## config.mk

```make
export PLATFORM = sky130hd
export DESIGN_NAME = dram_rfsh_seq
export DESIGN_NICKNAME = d
export VERILOG_FILES = /design/src/rtl/dram_rfsh_pkg.sv /design/src/rtl/rfsh_interval.sv /design/src/rtl/rfsh_pending.sv /design/src/rtl/rfsh_fsm.sv /design/src/rtl/dram_rfsh_seq.sv
export SDC_FILE = /design/constraint.sdc
export NUM_CORES = 1
export LEC_CHECK = 0
export CAP_MARGIN = 20
export CORE_UTILIZATION = 40
export DETAILED_ROUTE_END_ITERATION = 12
export MAX_ROUTING_LAYER = met4
export PLACE_DENSITY_LB_ADDON = 0.3
export SYNTH_ARGS = -nofsm -noshare
export SYNTH_HDL_FRONTEND = slang
export SYNTH_HIERARCHICAL = 1
export SYNTH_SLANG_ARGS = --single-unit
```

## constraint.sdc

```tcl
create_clock -name clk -period 1.91 [get_ports clk]
set_input_delay 0.2865 -clock clk [delete_from_list [all_inputs] [get_ports clk]]
set_output_delay 0.2865 -clock clk [all_outputs]
set_load 0.02 [all_outputs]
```

## src/rtl/dram_rfsh_pkg.sv

```systemverilog
package dram_rfsh_pkg;

    typedef enum logic [2:0] {
        ST_PWRUP = 3'd0,
        ST_IDLE  = 3'd1,
        ST_REQ   = 3'd2,
        ST_CSU   = 3'd3,
        ST_RAS   = 3'd4,
        ST_PRE   = 3'd5
    } rfsh_state_e;

endpackage

```

## src/rtl/rfsh_interval.sv

```systemverilog
module rfsh_interval #(
    parameter int INT_CYC = 3000
) (
    input  logic clk,
    input  logic rst_n,
    input  logic run,
    output logic tick
);
    localparam int TW = (INT_CYC > 1) ? $clog2(INT_CYC) : 1;

    logic [TW-1:0] cnt;

    assign tick = run && (cnt == '0);

    always_ff @(posedge clk or negedge rst_n) begin
        if (!rst_n) begin
            cnt <= TW'(INT_CYC - 1);
        end else if (!run || cnt == '0) begin
            cnt <= TW'(INT_CYC - 1);
        end else begin
            cnt <= cnt - 1'b1;
        end
    end

    // Demands are spaced by the whole interval.
    AST_TICK_SPACED: assert property (@(posedge clk) disable iff (!rst_n)
        tick |=> !tick);

endmodule

```

## src/rtl/rfsh_pending.sv

```systemverilog
module rfsh_pending #(
    parameter int PEND_MAX = 3
) (
    input  logic clk,
    input  logic rst_n,
    input  logic tick,
    input  logic take,
    output logic pend_nz
);
    localparam int PW = $clog2(PEND_MAX + 1);

    logic [PW-1:0] cnt;

    assign pend_nz = (cnt != '0);

    always_ff @(posedge clk or negedge rst_n) begin
        if (!rst_n) begin
            cnt <= '0;
        end else if (tick && !take && cnt != PW'(PEND_MAX)) begin
            cnt <= cnt + 1'b1;
        end else if (take && !tick) begin
            cnt <= cnt - 1'b1;
        end
    end

    AST_PEND_BOUND: assert property (@(posedge clk) disable iff (!rst_n)
        cnt <= PW'(PEND_MAX));
    AST_TAKE_HAS_PEND: assert property (@(posedge clk) disable iff (!rst_n)
        take |-> cnt != '0);

endmodule

```

## src/rtl/rfsh_fsm.sv

```systemverilog
module rfsh_fsm
    import dram_rfsh_pkg::*;
#(
    parameter int PWRUP_CYC  = 40000,
    parameter int WARMUP_CNT = 8,
    parameter int T_CSU      = 2,
    parameter int T_RAS      = 12,
    parameter int T_PRE      = 8
) (
    input  logic clk,
    input  logic rst_n,
    input  logic bus_gnt,
    input  logic pend_nz,
    output logic take,
    output logic bus_req,
    output logic rfsh_done,
    output logic ready,
    output logic ras_n,
    output logic cas_drv_n,
    output logic we_n
);
    localparam int M1   = (PWRUP_CYC > T_CSU) ? PWRUP_CYC : T_CSU;
    localparam int M2   = (T_RAS > T_PRE) ? T_RAS : T_PRE;
    localparam int MAXD = (M1 > M2) ? M1 : M2;
    localparam int CW   = $clog2(MAXD + 1);
    localparam int WW   = $clog2(WARMUP_CNT + 1);

    rfsh_state_e   state, nxt;
    logic [CW-1:0] cnt, ldv;
    logic          ld;
    logic [WW-1:0] warm;
    logic          ready_q;
    logic          warm_end;

    // Next-state and phase-load selection.
    always_comb begin
        nxt      = state;
        ld       = 1'b0;
        ldv      = '0;
        take     = 1'b0;
        warm_end = 1'b0;
        unique case (state)
            ST_PWRUP: if (cnt == '0) begin
                nxt = ST_CSU;
                ld  = 1'b1;
                ldv = CW'(T_CSU - 1);
            end
            ST_IDLE: if (pend_nz) nxt = ST_REQ;
            ST_REQ: if (bus_gnt) begin
                nxt  = ST_CSU;
                ld   = 1'b1;
                ldv  = CW'(T_CSU - 1);
                take = 1'b1;
            end
            ST_CSU: if (cnt == '0) begin
                nxt = ST_RAS;
                ld  = 1'b1;
                ldv = CW'(T_RAS - 1);
            end
            ST_RAS: if (cnt == '0) begin
                nxt = ST_PRE;
                ld  = 1'b1;
                ldv = CW'(T_PRE - 1);
            end
            ST_PRE: if (cnt == '0) begin
                if (!ready_q) begin
                    warm_end = 1'b1;
                    if (warm == WW'(WARMUP_CNT - 1)) begin
                        nxt = ST_IDLE;
                    end else begin
                        nxt = ST_CSU;
                        ld  = 1'b1;
                        ldv = CW'(T_CSU - 1);
                    end
                end else if (pend_nz) begin
                    nxt = ST_REQ;
                end else begin
                    nxt = ST_IDLE;
                end
            end
            default: nxt = ST_PWRUP;
        endcase
    end

    // State register, phase counter, warm-up count and ready flag.
    always_ff @(posedge clk or negedge rst_n) begin
        if (!rst_n) begin
            state   <= ST_PWRUP;
            cnt     <= CW'(PWRUP_CYC - 1);
            warm    <= '0;
            ready_q <= 1'b0;
        end else begin
            state <= nxt;
            if (ld) begin
                cnt <= ldv;
            end else if (cnt != '0) begin
                cnt <= cnt - 1'b1;
            end
            if (warm_end) begin
                warm <= warm + 1'b1;
                if (warm == WW'(WARMUP_CNT - 1)) ready_q <= 1'b1;
            end
        end
    end

    // Outputs decoded from the state.
    always_comb begin
        ras_n     = (state != ST_RAS);
        cas_drv_n = !(state == ST_CSU || state == ST_RAS);
        we_n      = 1'b1;
        bus_req   = ready_q && (state == ST_REQ || state == ST_CSU ||
                                state == ST_RAS || state == ST_PRE);
        rfsh_done = ready_q && (state == ST_PRE) && (cnt == '0);
        ready     = ready_q;
    end

    AST_CAS_LEADS_RAS: assert property (@(posedge clk) disable iff (!rst_n)
        $fell(ras_n) |-> $past(cas_drv_n) == 1'b0);
    AST_REQ_UNTIL_DONE: assert property (@(posedge clk) disable iff (!rst_n)
        (bus_req && !rfsh_done) |=> bus_req);
    AST_WAIT_FOR_GRANT: assert property (@(posedge clk) disable iff (!rst_n)
        (state == ST_REQ && !bus_gnt) |=> cas_drv_n);
    AST_READY_AFTER_WARMUP: assert property (@(posedge clk) disable iff (!rst_n)
        $rose(ready) |-> warm == WW'(WARMUP_CNT));
    AST_READY_STICKY: assert property (@(posedge clk) disable iff (!rst_n)
        ready |=> ready);

endmodule

```

## src/rtl/dram_rfsh_seq.sv

```systemverilog
module dram_rfsh_seq #(
    parameter int PWRUP_CYC  = 40000,
    parameter int WARMUP_CNT = 8,
    parameter int INT_CYC    = 3000,
    parameter int T_CSU      = 2,
    parameter int T_RAS      = 12,
    parameter int T_PRE      = 8,
    parameter int PEND_MAX   = 3,
    parameter int NUM_CAS    = 4
) (
    input  logic               clk,
    input  logic               rst_n,
    input  logic               bus_gnt,
    output logic               bus_req,
    output logic               rfsh_done,
    output logic               ready,
    output logic               ras_n,
    output logic [NUM_CAS-1:0] cas_n,
    output logic               we_n
);
    logic tick, take, pend_nz, cas_drv_n;

    rfsh_interval #(.INT_CYC(INT_CYC)) u_int (
        .clk   (clk),
        .rst_n (rst_n),
        .run   (ready),
        .tick  (tick)
    );

    rfsh_pending #(.PEND_MAX(PEND_MAX)) u_pend (
        .clk     (clk),
        .rst_n   (rst_n),
        .tick    (tick),
        .take    (take),
        .pend_nz (pend_nz)
    );

    rfsh_fsm #(
        .PWRUP_CYC  (PWRUP_CYC),
        .WARMUP_CNT (WARMUP_CNT),
        .T_CSU      (T_CSU),
        .T_RAS      (T_RAS),
        .T_PRE      (T_PRE)
    ) u_fsm (
        .clk       (clk),
        .rst_n     (rst_n),
        .bus_gnt   (bus_gnt),
        .pend_nz   (pend_nz),
        .take      (take),
        .bus_req   (bus_req),
        .rfsh_done (rfsh_done),
        .ready     (ready),
        .ras_n     (ras_n),
        .cas_drv_n (cas_drv_n),
        .we_n      (we_n)
    );

    // One column strobe per byte lane, all driven alike.
    for (genvar i = 0; i < NUM_CAS; i++) begin : g_cas
        assign cas_n[i] = cas_drv_n;
    end

endmodule

```

==> results.yml, run 1 <==
yosys:
  synth_top_family_by_area: "simple AND/OR/NAND/NOR gates"
  synthMuxAreaShare: 0.0225
  synth.avg_cell_area_um2: 9.70
  synth_seq_area_share: 0.428
  synth_top_cell_by_area: "dfstp_2"
  synth_fp_nets: 243
  synth_area_leaders: "dfstp_2 (22%), dfrtp_1 (21%), nand2_1 (3.1%), a21oi_1 (2.9%), ha_1 (2.7%)"
  ys_types: 61
  yosys_register_bits: 38
  synth_fa_ha_area_frac: 0.0274
  synth-xor-area-share: 0.0231
  synth_area_mm2: 0.00228
  yosys_warnings: 6
  synth_compound_area_frac: 0.180
  synth_flop_cell: "dfstp_2"
  synth-async-reset-ratio: 1.00
  synth_edf_count: 0
  synth_top_area_frac: 0.219
  synthCells: 235
  synthSimpleGateAreaFrac: 0.262
layout:
  final_util: 0.558
  multi_input_area_mm2: 0.00135
  nets: 297
  synthToLayoutAreaGrowth_pct: 34.9
  num_antenna_cells: 0
  n_fill_cell: 481
  drive_gt1_frac: 0.448
  seq_area_um2: 976
setup_path:
  slowest_delay_ns: 0.54
  reg2reg_slack_ns: -0.05
  worstReg2RegEnd: "u_fsm/cnt[14]"
  endpoint_kind: "flop"
  slowest_stage: "dfstp_2"
  crit_type: "reg -> reg"
  startpoint: "u_fsm/cnt[1]"
  cp_max_fo: 6
  timing.rr.start: "u_fsm/cnt[1]"
  r2r_cells: 7
  path_cells: "inv_2 -> ha_4 -> nor4b_4 -> buf_4 -> or3_4 -> or4_4 -> a21oi_2"
  start_kind: "flop"
  critPathRequiredTime_ns: 2.13
  critPathArrivalTime_ns: 2.17
  crit_end: "u_fsm/cnt[14]"
drt:
  wl_met3_um: 136
  wl_met1_um: 2440
  drtAntennaViolNets: 0
  vias: 1976
  wl_per_cell_um: 13.9
  route.met2.wl_um: 2440
  avgViaCountPerCell: 5.46
  drtIter0Drc: 82
  drt-pass1-iter-count: 4
  postRouteWirelength_um: 5040
  drc: 0
  dr.max_layer_used: "met4"
timing:
  period_share: 1.03
  skew_ns: 0.00799
  finalSetupViolCount: 3
  finalHoldViolCount: 0
  period_needed_ns: 1.96
  rsz0062_at_grt: "true"
  setup_ws_ns: -0.0488
  relSlewSlack: 0.670
  max_freq_mhz: 511
  tightest_slew_ns: 0.490
  slew_viol_final: 0
  setup_tns_ns: -0.0917
floorplanning:
  io-pin-count: 12
  die_w_um: 77.5
  dieHeight_um: 77.5
  fp.dieArea_mm2: 0.00601
  start_util: 0.414
  coreArea_mm2: 0.00551
  core.rowCount: 27
grt:
  grtUsageTotal: 0.180
  first_global_vias: 1909
  overflow: 0
  grt_pass1_wl_um: 8470
  antenna_found_initial: 0
  grt_max_degree: 39
run_status:
  status: "finished with violations"
  violations: "setup timing"
clock_network:
  cts_tree: "done"
  clock_latency_ns: 0.28
  cts.clk_slew.worst_paths_ns: 0.08
  numCtsBuffers: 5
  htree_levels: 2
  clk_path_buf_depth: 2
  clock-sinks: 38
  root_buffer: "clkbuf_8"
  post_cts_hold_buffer_count: 0
power_and_ir_drop:
  p_total_mw: 1.53
  power.density_mw_per_mm2: 497
  p_leak_nw: 1.27
  ir_worst_vdd_mv: 0.532
placement:
  port_buffers: 10
  hpwl_um: 3490
  place_congestion: 0.798
flow_run:
  cap_viol_max_count: 0
min_path:
  hold_class: "in -> async"
## per-stage QoR
| step | cells | hold slack (ns) | setup WS [ns] | cell area [um2] |
|---|---|---|---|---|
| global route | 362 | 0.0815 | -0.0981 | 3070 |
| global placement | 350 | 0.361 | -0.140 | 2760 |
| CTS | 359 | 0.0596 | -0.0519 | 2950 |
| finish | 362 | 0.0486 | -0.0488 | 3070 |
| detailed placement | 350 | 0.366 | -0.231 | 2760 |
| floorplan | 235 | -0.00909 | -0.0809 | 2300 |
## critical path, delay by kind of cell, from the launching register on
| kind | cells | cell delay [ns] |
|---|---|---|
| simple gates | 3 | 0.88 |
| flops | 1 | 0.54 |
| buf+inv | 2 | 0.20 |
| fa+ha+maj | 1 | 0.15 |
| compound gates | 1 | 0.12 |
## layout by cell type (no fill, tap or decap), types with 3 or more instances in the layout
cell,count
buf_4,50
dfstp_2,19
nand2_1,18
dfrtp_1,18
o21ai_0,12
a21oi_1,8
nor2_1,8
or4_4,7
clkbuf_8,6
nand3_1,6
or3_1,6
o31ai_1,6
a21oi_2,6
inv_1,5
nor3_1,5
or4_1,5
o41ai_1,5
clkdlybuf4s15_1,4
inv_2,4
xor2_1,4
mux2i_1,4
buf_6,4
clkdlybuf4s50_1,3
nor3b_1,3
nand2b_1,3
nor4_4,3
nand4_1,3
or3_4,3
nand3b_1,3
or2_2,3
o211ai_1,3
## layer usage
| metal | global-route usage | vias to the layer above |
|---|---|---|
| met2 | 0.286 | 22 |
| met1 | 0.232 | 966 |
| met3 | 0.0376 | 2 |
| li1 | - | 986 |
| met4 | 0.0509 | 0 |
| met5 | - | - |
## worst min path at each step
stage,start,to,cells after the start
CTS,rst_n,u_fsm/cnt[13],2
global placement,rst_n,u_fsm/cnt[13],2
finish,rst_n,u_fsm/cnt[13],2
detailed placement,rst_n,u_fsm/cnt[13],2
global route,rst_n,u_fsm/cnt[13],2
floorplan,rst_n,u_fsm/cnt[13],0
## area by class of cell
cell class | count | area share
Sequential cell | 38 | 0.317
Clock inverter | 1 | 0.00977
Clock buffer | 7 | 0.0281
Tap cell | 72 | 0.0293
Multi-Input combinational cell | 172 | 0.440
Timing Repair Buffer | 63 | 0.164
Inverter | 9 | 0.0110
## flip-flops by register name, indices dropped and copies added (netlist names)
| name | cells |
|---|---|
| u_fsm/cnt | 16 |
| u_pend/cnt | 2 |
| u_fsm/ready | 1 |
| u_fsm/state | 3 |
| u_fsm/warm | 4 |
| u_int/cnt | 12 |
## report_power, final
| part | internal (mW) | total [mW] | switching, mW |
|---|---|---|---|
| registers | 0.806 | 0.806 | 0 |
| clock network | 0.426 | 0.698 | 0.272 |
| logic | 0.00574 | 0.0240 | 0.0182 |
## what timing repair did
item,in CTS,in global routing
resized for setup,31,28
setup endpoints to repair,19,17
pin swaps,9,15
buffers inserted,1,3
## synth_stat cells (2+ instances only)
library cell and count:
or3_1 9, nor3b_1 4, xnor2_1 2, o21ai_0 12
mux2i_1 4, or4_4 2, o311ai_0 2, nand3_1 8
o211ai_1 3, or4_2 2, nand2_1 19, buf_2 2
nor4_2 3, o31ai_1 6, nand3b_1 3, dfstp_2 19
nor2b_1 3, dfrtp_1 19, or4_1 8, nand4_1 3
buf_4 6, xor2_1 4, nor4_1 4, a21boi_1 2
nor2_1 9, nand2b_1 3, nor3_1 5, or2_2 3
a21oi_1 13, clkbuf_1 6, ha_1 5, inv_1 9
o41ai_1 5
## kinds of logic after synthesis
| kind of cell | count (synthesis) |
|---|---|
| simple gates | 97 |
| mux | 5 |
| xor+xnor | 6 |
| other cells | 1 |
| flops | 38 |
| compound gates | 58 |
| buf+inv | 25 |
| fa+ha+maj | 5 |
Note: power is estimated with default switching activity, not from simulation.
==> run 2: changes to the inputs <==
--- a/config.mk
+++ b/config.mk
@@ -6,6 +6,7 @@
 export NUM_CORES = 1
 export LEC_CHECK = 0
 export CAP_MARGIN = 20
+export CORE_MARGIN = 8
 export CORE_UTILIZATION = 40
 export DETAILED_ROUTE_END_ITERATION = 12
 export MAX_ROUTING_LAYER = met4
==> results.yml, run 2 (synthesis gave the netlist of run 1 again) <==
timing:
  rsz0062_at_grt: "true"
  finalSetupViolCount: 4
  setup_ws_ns: -0.0687
  setup_tns_ns: -0.178
  max_freq_mhz: 505
  period_needed_ns: 1.98
  slew_viol_final: 0
  finalHoldViolCount: 0
  period_share: 1.04
  skew_ns: 0.00648
clock_network:
  root_buffer: "clkbuf_8"
  cts_tree: "done"
  clock-sinks: 38
  htree_levels: 2
  clock_latency_ns: 0.29
  clk_path_buf_depth: 2
  numCtsBuffers: 5
  cts.clk_slew.worst_paths_ns: 0.08
grt:
  overflow: 0
  grt_pass1_wl_um: 8590
  antenna_found_initial: 0
  grt_max_degree: 39
  grtUsageTotal: 0.127
  first_global_vias: 1860
setup_path:
  endpoint_kind: "flop"
  start_kind: "flop"
  crit_type: "reg -> reg"
  r2r_cells: 7
  critPathArrivalTime_ns: 2.20
  timing.rr.start: "u_fsm/cnt[1]"
  critPathRequiredTime_ns: 2.13
  cp_max_fo: 5
  reg2reg_slack_ns: -0.07
  worstReg2RegEnd: "u_fsm/cnt[14]"
drt:
  avgViaCountPerCell: 5.42
  drc: 0
  postRouteWirelength_um: 5140
  drt-pass1-iter-count: 4
  drtIter0Drc: 42
  vias: 1956
  drtAntennaViolNets: 0
  wl_per_cell_um: 14.2
min_path:
  hold_class: "in -> async"
floorplanning:
  die_w_um: 91.5
  dieHeight_um: 91.5
  coreArea_mm2: 0.00551
  fp.dieArea_mm2: 0.00837
  io-pin-count: 12
  start_util: 0.414
  core.rowCount: 27
run_status:
  status: "finished with violations"
  violations: "setup timing"
power_and_ir_drop:
  p_leak_nw: 1.26
  p_total_mw: 1.54
  ir_worst_vdd_mv: 0.345
  power.density_mw_per_mm2: 502
layout:
  final_common_cell: "buf_4"
  largest_register: "u_fsm/cnt"
  reg.largest.list: "u_fsm/cnt (16), u_int/cnt (12), u_fsm/warm (4)"
  largest_reg_flops: 16
  layout_common_cells: "buf_4 (49), nand2_1 (19), dfstp_2 (19), dfrtp_1 (19), o21ai_0 (11)"
  nets: 296
  num_antenna_cells: 0
  drive_gt1_frac: 0.436
  synthToLayoutAreaGrowth_pct: 34.6
  layout.cells.non_filler: 361
  n_fill_cell: 469
placement:
  place_congestion: 0.826
  hpwl_um: 3520
  port_buffers: 10
  dp_cells: 348
flow_run:
  cap_viol_max_count: 0
==> run 2: cell types whose count changed in the layout (fill, tap and decap cells not counted), sizes merged <==
cell | previous run | this run
dlymetal6s2s | 0 | 1
buf | 55 | 54
clkdlybuf4s50 | 3 | 2
dlygate4sd2 | 1 | 5
clkdlybuf4s15 | 4 | 0
==> run 2: per-stage QoR <==
stage | hold WS (ns) | utilization | cell area (um2) | setup WS [ns]
2_1_floorplan | -0.00909 | - | 2300 | -0.0809
3_3_place_gp | 0.364 | 0.499 | 2750 | -0.142
3_5_place_dp | 0.370 | 0.499 | 2750 | -0.160
4_1_cts | 0.0535 | 0.536 | 2950 | -0.0797
5_1_grt | 0.0737 | 0.557 | 3070 | -0.125
6_report | 0.0273 | 0.557 | 3070 | -0.0687
==> run 2: critical path, stage by stage, from the launching register on <==
cell	delay, ns
dfstp_2	0.54
inv_2	0.05
ha_4	0.14
nor4b_4	0.12
buf_4	0.15
or3_4	0.36
or4_4	0.42
a21oi_2	0.12
==> run 2: how the worst max path moves through the flow <==
| stage | from | end | slack [ns] | cells after the start |
|---|---|---|---|---|
| final | u_fsm/cnt[1] | u_fsm/cnt[14] | -0.07 | 7 |
| after global routing | u_fsm/cnt[1] | u_fsm/cnt[15] | -0.13 | 8 |
| after CTS | u_fsm/cnt[1] | u_fsm/cnt[14] | -0.08 | 7 |
| after detailed placement | u_fsm/cnt[1] | rfsh_done | -0.16 | 6 |
| after global placement | u_fsm/cnt[1] | rfsh_done | -0.14 | 6 |
| after floorplan | u_fsm/cnt[0] | u_fsm/cnt[11] | -0.08 | 7 |
==> run 2: final cells by class <==
cell class	count	area (um2)	share of cell area
repair buffers	62	494	0.161
multi-input cells	172	1360	0.443
clock inverters	1	30.0	0.00978
inverters	9	33.8	0.0110
well taps	72	90.1	0.0294
clock buffers	7	86.3	0.0281
flip-flops and latches	38	975	0.318
==> run 2: what timing repair did <==
item,in CTS,in global routing
hold buffers,0,0
pin swaps,10,11
endpoints found under the setup margin,15,16
resized for setup,34,21
buffers inserted,2,3
==> run 2: metal layers <==
metal	GRT usage	part of all wire	vias to the layer above
met5	-	0	-
met1	0.156	0.48	946
met4	0.0409	0.0053	0
li1	-	-	988
met2	0.200	0.49	20
met3	0.0272	0.025	2
==> run 2: where the power goes <==
part / internal, mW / switching, mW / total, mW
sequential: 0.806 / 0 / 0.806
combinational: 0.00574 / 0.0184 / 0.0242
clock: 0.426 / 0.285 / 0.711
total: 1.24 / 0.303 / 1.54
==> run 3: changes to the inputs <==
==> constraint.sdc (replaced) <==
create_clock -name clk -period 1.95 [get_ports clk]
set_input_delay 0.2925 -clock clk [delete_from_list [all_inputs] [get_ports clk]]
set_output_delay 0.2925 -clock clk [all_outputs]
set_load 0.02 [all_outputs]
==> results.yml, run 3 (synthesis gave the netlist of run 1 again) <==
layout:
  num_antenna_cells: 0
  synthToLayoutAreaGrowth_pct: 28.4
  final_common_cell: "buf_4"
  drive_gt1_frac: 0.402
  reg.largest.list: "u_fsm/cnt (16), u_int/cnt (12), u_fsm/warm (4)"
  layout_common_cells: "buf_4 (43), nand2_1 (19), dfstp_2 (19), dfrtp_1 (19), o21ai_0 (11)"
  layout.cells.non_filler: 353
  n_fill_cell: 485
  seq_area_um2: 975
  multi_input_area_mm2: 0.00131
  nets: 288
  largest_register: "u_fsm/cnt"
  final_util: 0.532
  largest_reg_flops: 16
clock_network:
  clock-sinks: 38
  clock_latency_ns: 0.28
  htree_levels: 2
  numCtsBuffers: 5
  post_cts_hold_buffer_count: 0
  cts.clk_slew.worst_paths_ns: 0.08
  clk_path_buf_depth: 2
  cts_tree: "done"
  root_buffer: "clkbuf_8"
min_path:
  hold_class: "in -> async"
setup_path:
  critPathArrivalTime_ns: 2.23
  path_cells: "inv_2 -> ha_4 -> nor4b_4 -> buf_4 -> or3_4 -> or4_4 -> a21oi_2"
  slowest_delay_ns: 0.54
  crit_buf_inv: 2
  cp_top_family: "simple AND/OR/NAND/NOR gates"
  start_kind: "flop"
  endpoint_kind: "flop"
  slowest_stage: "dfstp_2"
  crit_type: "reg -> reg"
  critPathRequiredTime_ns: 2.17
  cp_max_fo: 6
drt:
  drt-pass1-iter-count: 4
  drc: 0
  postRouteWirelength_um: 5010
  avgViaCountPerCell: 5.49
  drtAntennaViolNets: 0
  wl_per_cell_um: 14.2
  vias: 1939
  drtIter0Drc: 50
grt:
  antenna_found_initial: 0
  first_global_vias: 1827
  overflow: 0
  grt_max_degree: 39
  grtUsageTotal: 0.124
  grt_pass1_wl_um: 8450
floorplanning:
  start_util: 0.414
  fp.dieArea_mm2: 0.00837
  die_w_um: 91.5
  core.rowCount: 27
  io-pin-count: 12
  coreArea_mm2: 0.00551
  dieHeight_um: 91.5
placement:
  dp_cells: 342
  port_buffers: 10
  hpwl_um: 3570
  place_congestion: 0.827
power_and_ir_drop:
  p_leak_nw: 1.20
  ir_worst_vdd_mv: 0.403
  power.density_mw_per_mm2: 467
  p_total_mw: 1.37
timing:
  finalSetupViolCount: 1
  skew_ns: 0.00815
  slew_viol_final: 0
  max_freq_mhz: 499
  setup_ws_ns: -0.0556
  rsz0062_at_grt: "true"
  finalHoldViolCount: 0
  period_needed_ns: 2.01
  period_share: 1.03
run_status:
  violations: "setup timing"
  status: "finished with violations"
flow_run:
  cap_viol_max_count: 0
## run 3: final timing paths
kind / start / endpoint / slack (ns) / depth (start not counted)
setup / recovery: u_fsm/cnt[1] / u_fsm/cnt[14] / -0.06 / 7
hold reg to reg: u_fsm/warm[3] / u_fsm/warm[3] / 0.47 / 1
setup reg to reg: u_fsm/cnt[1] / u_fsm/cnt[14] / -0.06 / 7
min in group clk: u_fsm/warm[3] / u_fsm/warm[3] / 0.47 / 1
hold / removal: rst_n / u_pend/cnt[0] / 0.05 / 2
max in group asynchronous: rst_n / u_int/cnt[5] / 1.54 / 2
## run 3: timing repair
action | CTS | global route
gates resized for setup | 24 | 23
buffers inserted | 2 | 1
setup endpoints to repair | 14 | 14
pin swaps | 6 | 6
## run 3: layout make-up
cell class,count,share of cell area
clock buffer,7,0.0295
clock inverter,1,0.00171
timing repair buffer,54,0.146
multi-input combinational,172,0.448
tap,72,0.0308
inverter,9,0.0115
sequential,38,0.333
## run 3: through the flow
step | TNS, ns | hold slack (ns) | worst slack [ns] | area, um2
after CTS | -0.0372 | 0.0600 | -0.0372 | 2840
after detailed placement | -0.612 | 0.375 | -0.137 | 2700
final | -0.0556 | 0.0517 | -0.0556 | 2930
after global routing | -0.166 | 0.0857 | -0.104 | 2930
after floorplan | -0.112 | -0.00309 | -0.0562 | 2300
after global placement | -0.470 | 0.370 | -0.126 | 2700
## run 3: where the power goes
group          switching [mW]  leakage (nW)  internal, mW
Combinational          0.0178         0.688       0.00444
Sequential                  0         0.464         0.790
Clock                   0.269        0.0482         0.285
## run 3: routing by layer
layer | GRT usage | share of wire | routed length (um)
met5 | - | 0 | 0
met4 | 0.0286 | 0.0060 | 30
met3 | 0.0296 | 0.027 | 137
met1 | 0.148 | 0.46 | 2300
met2 | 0.205 | 0.51 | 2540
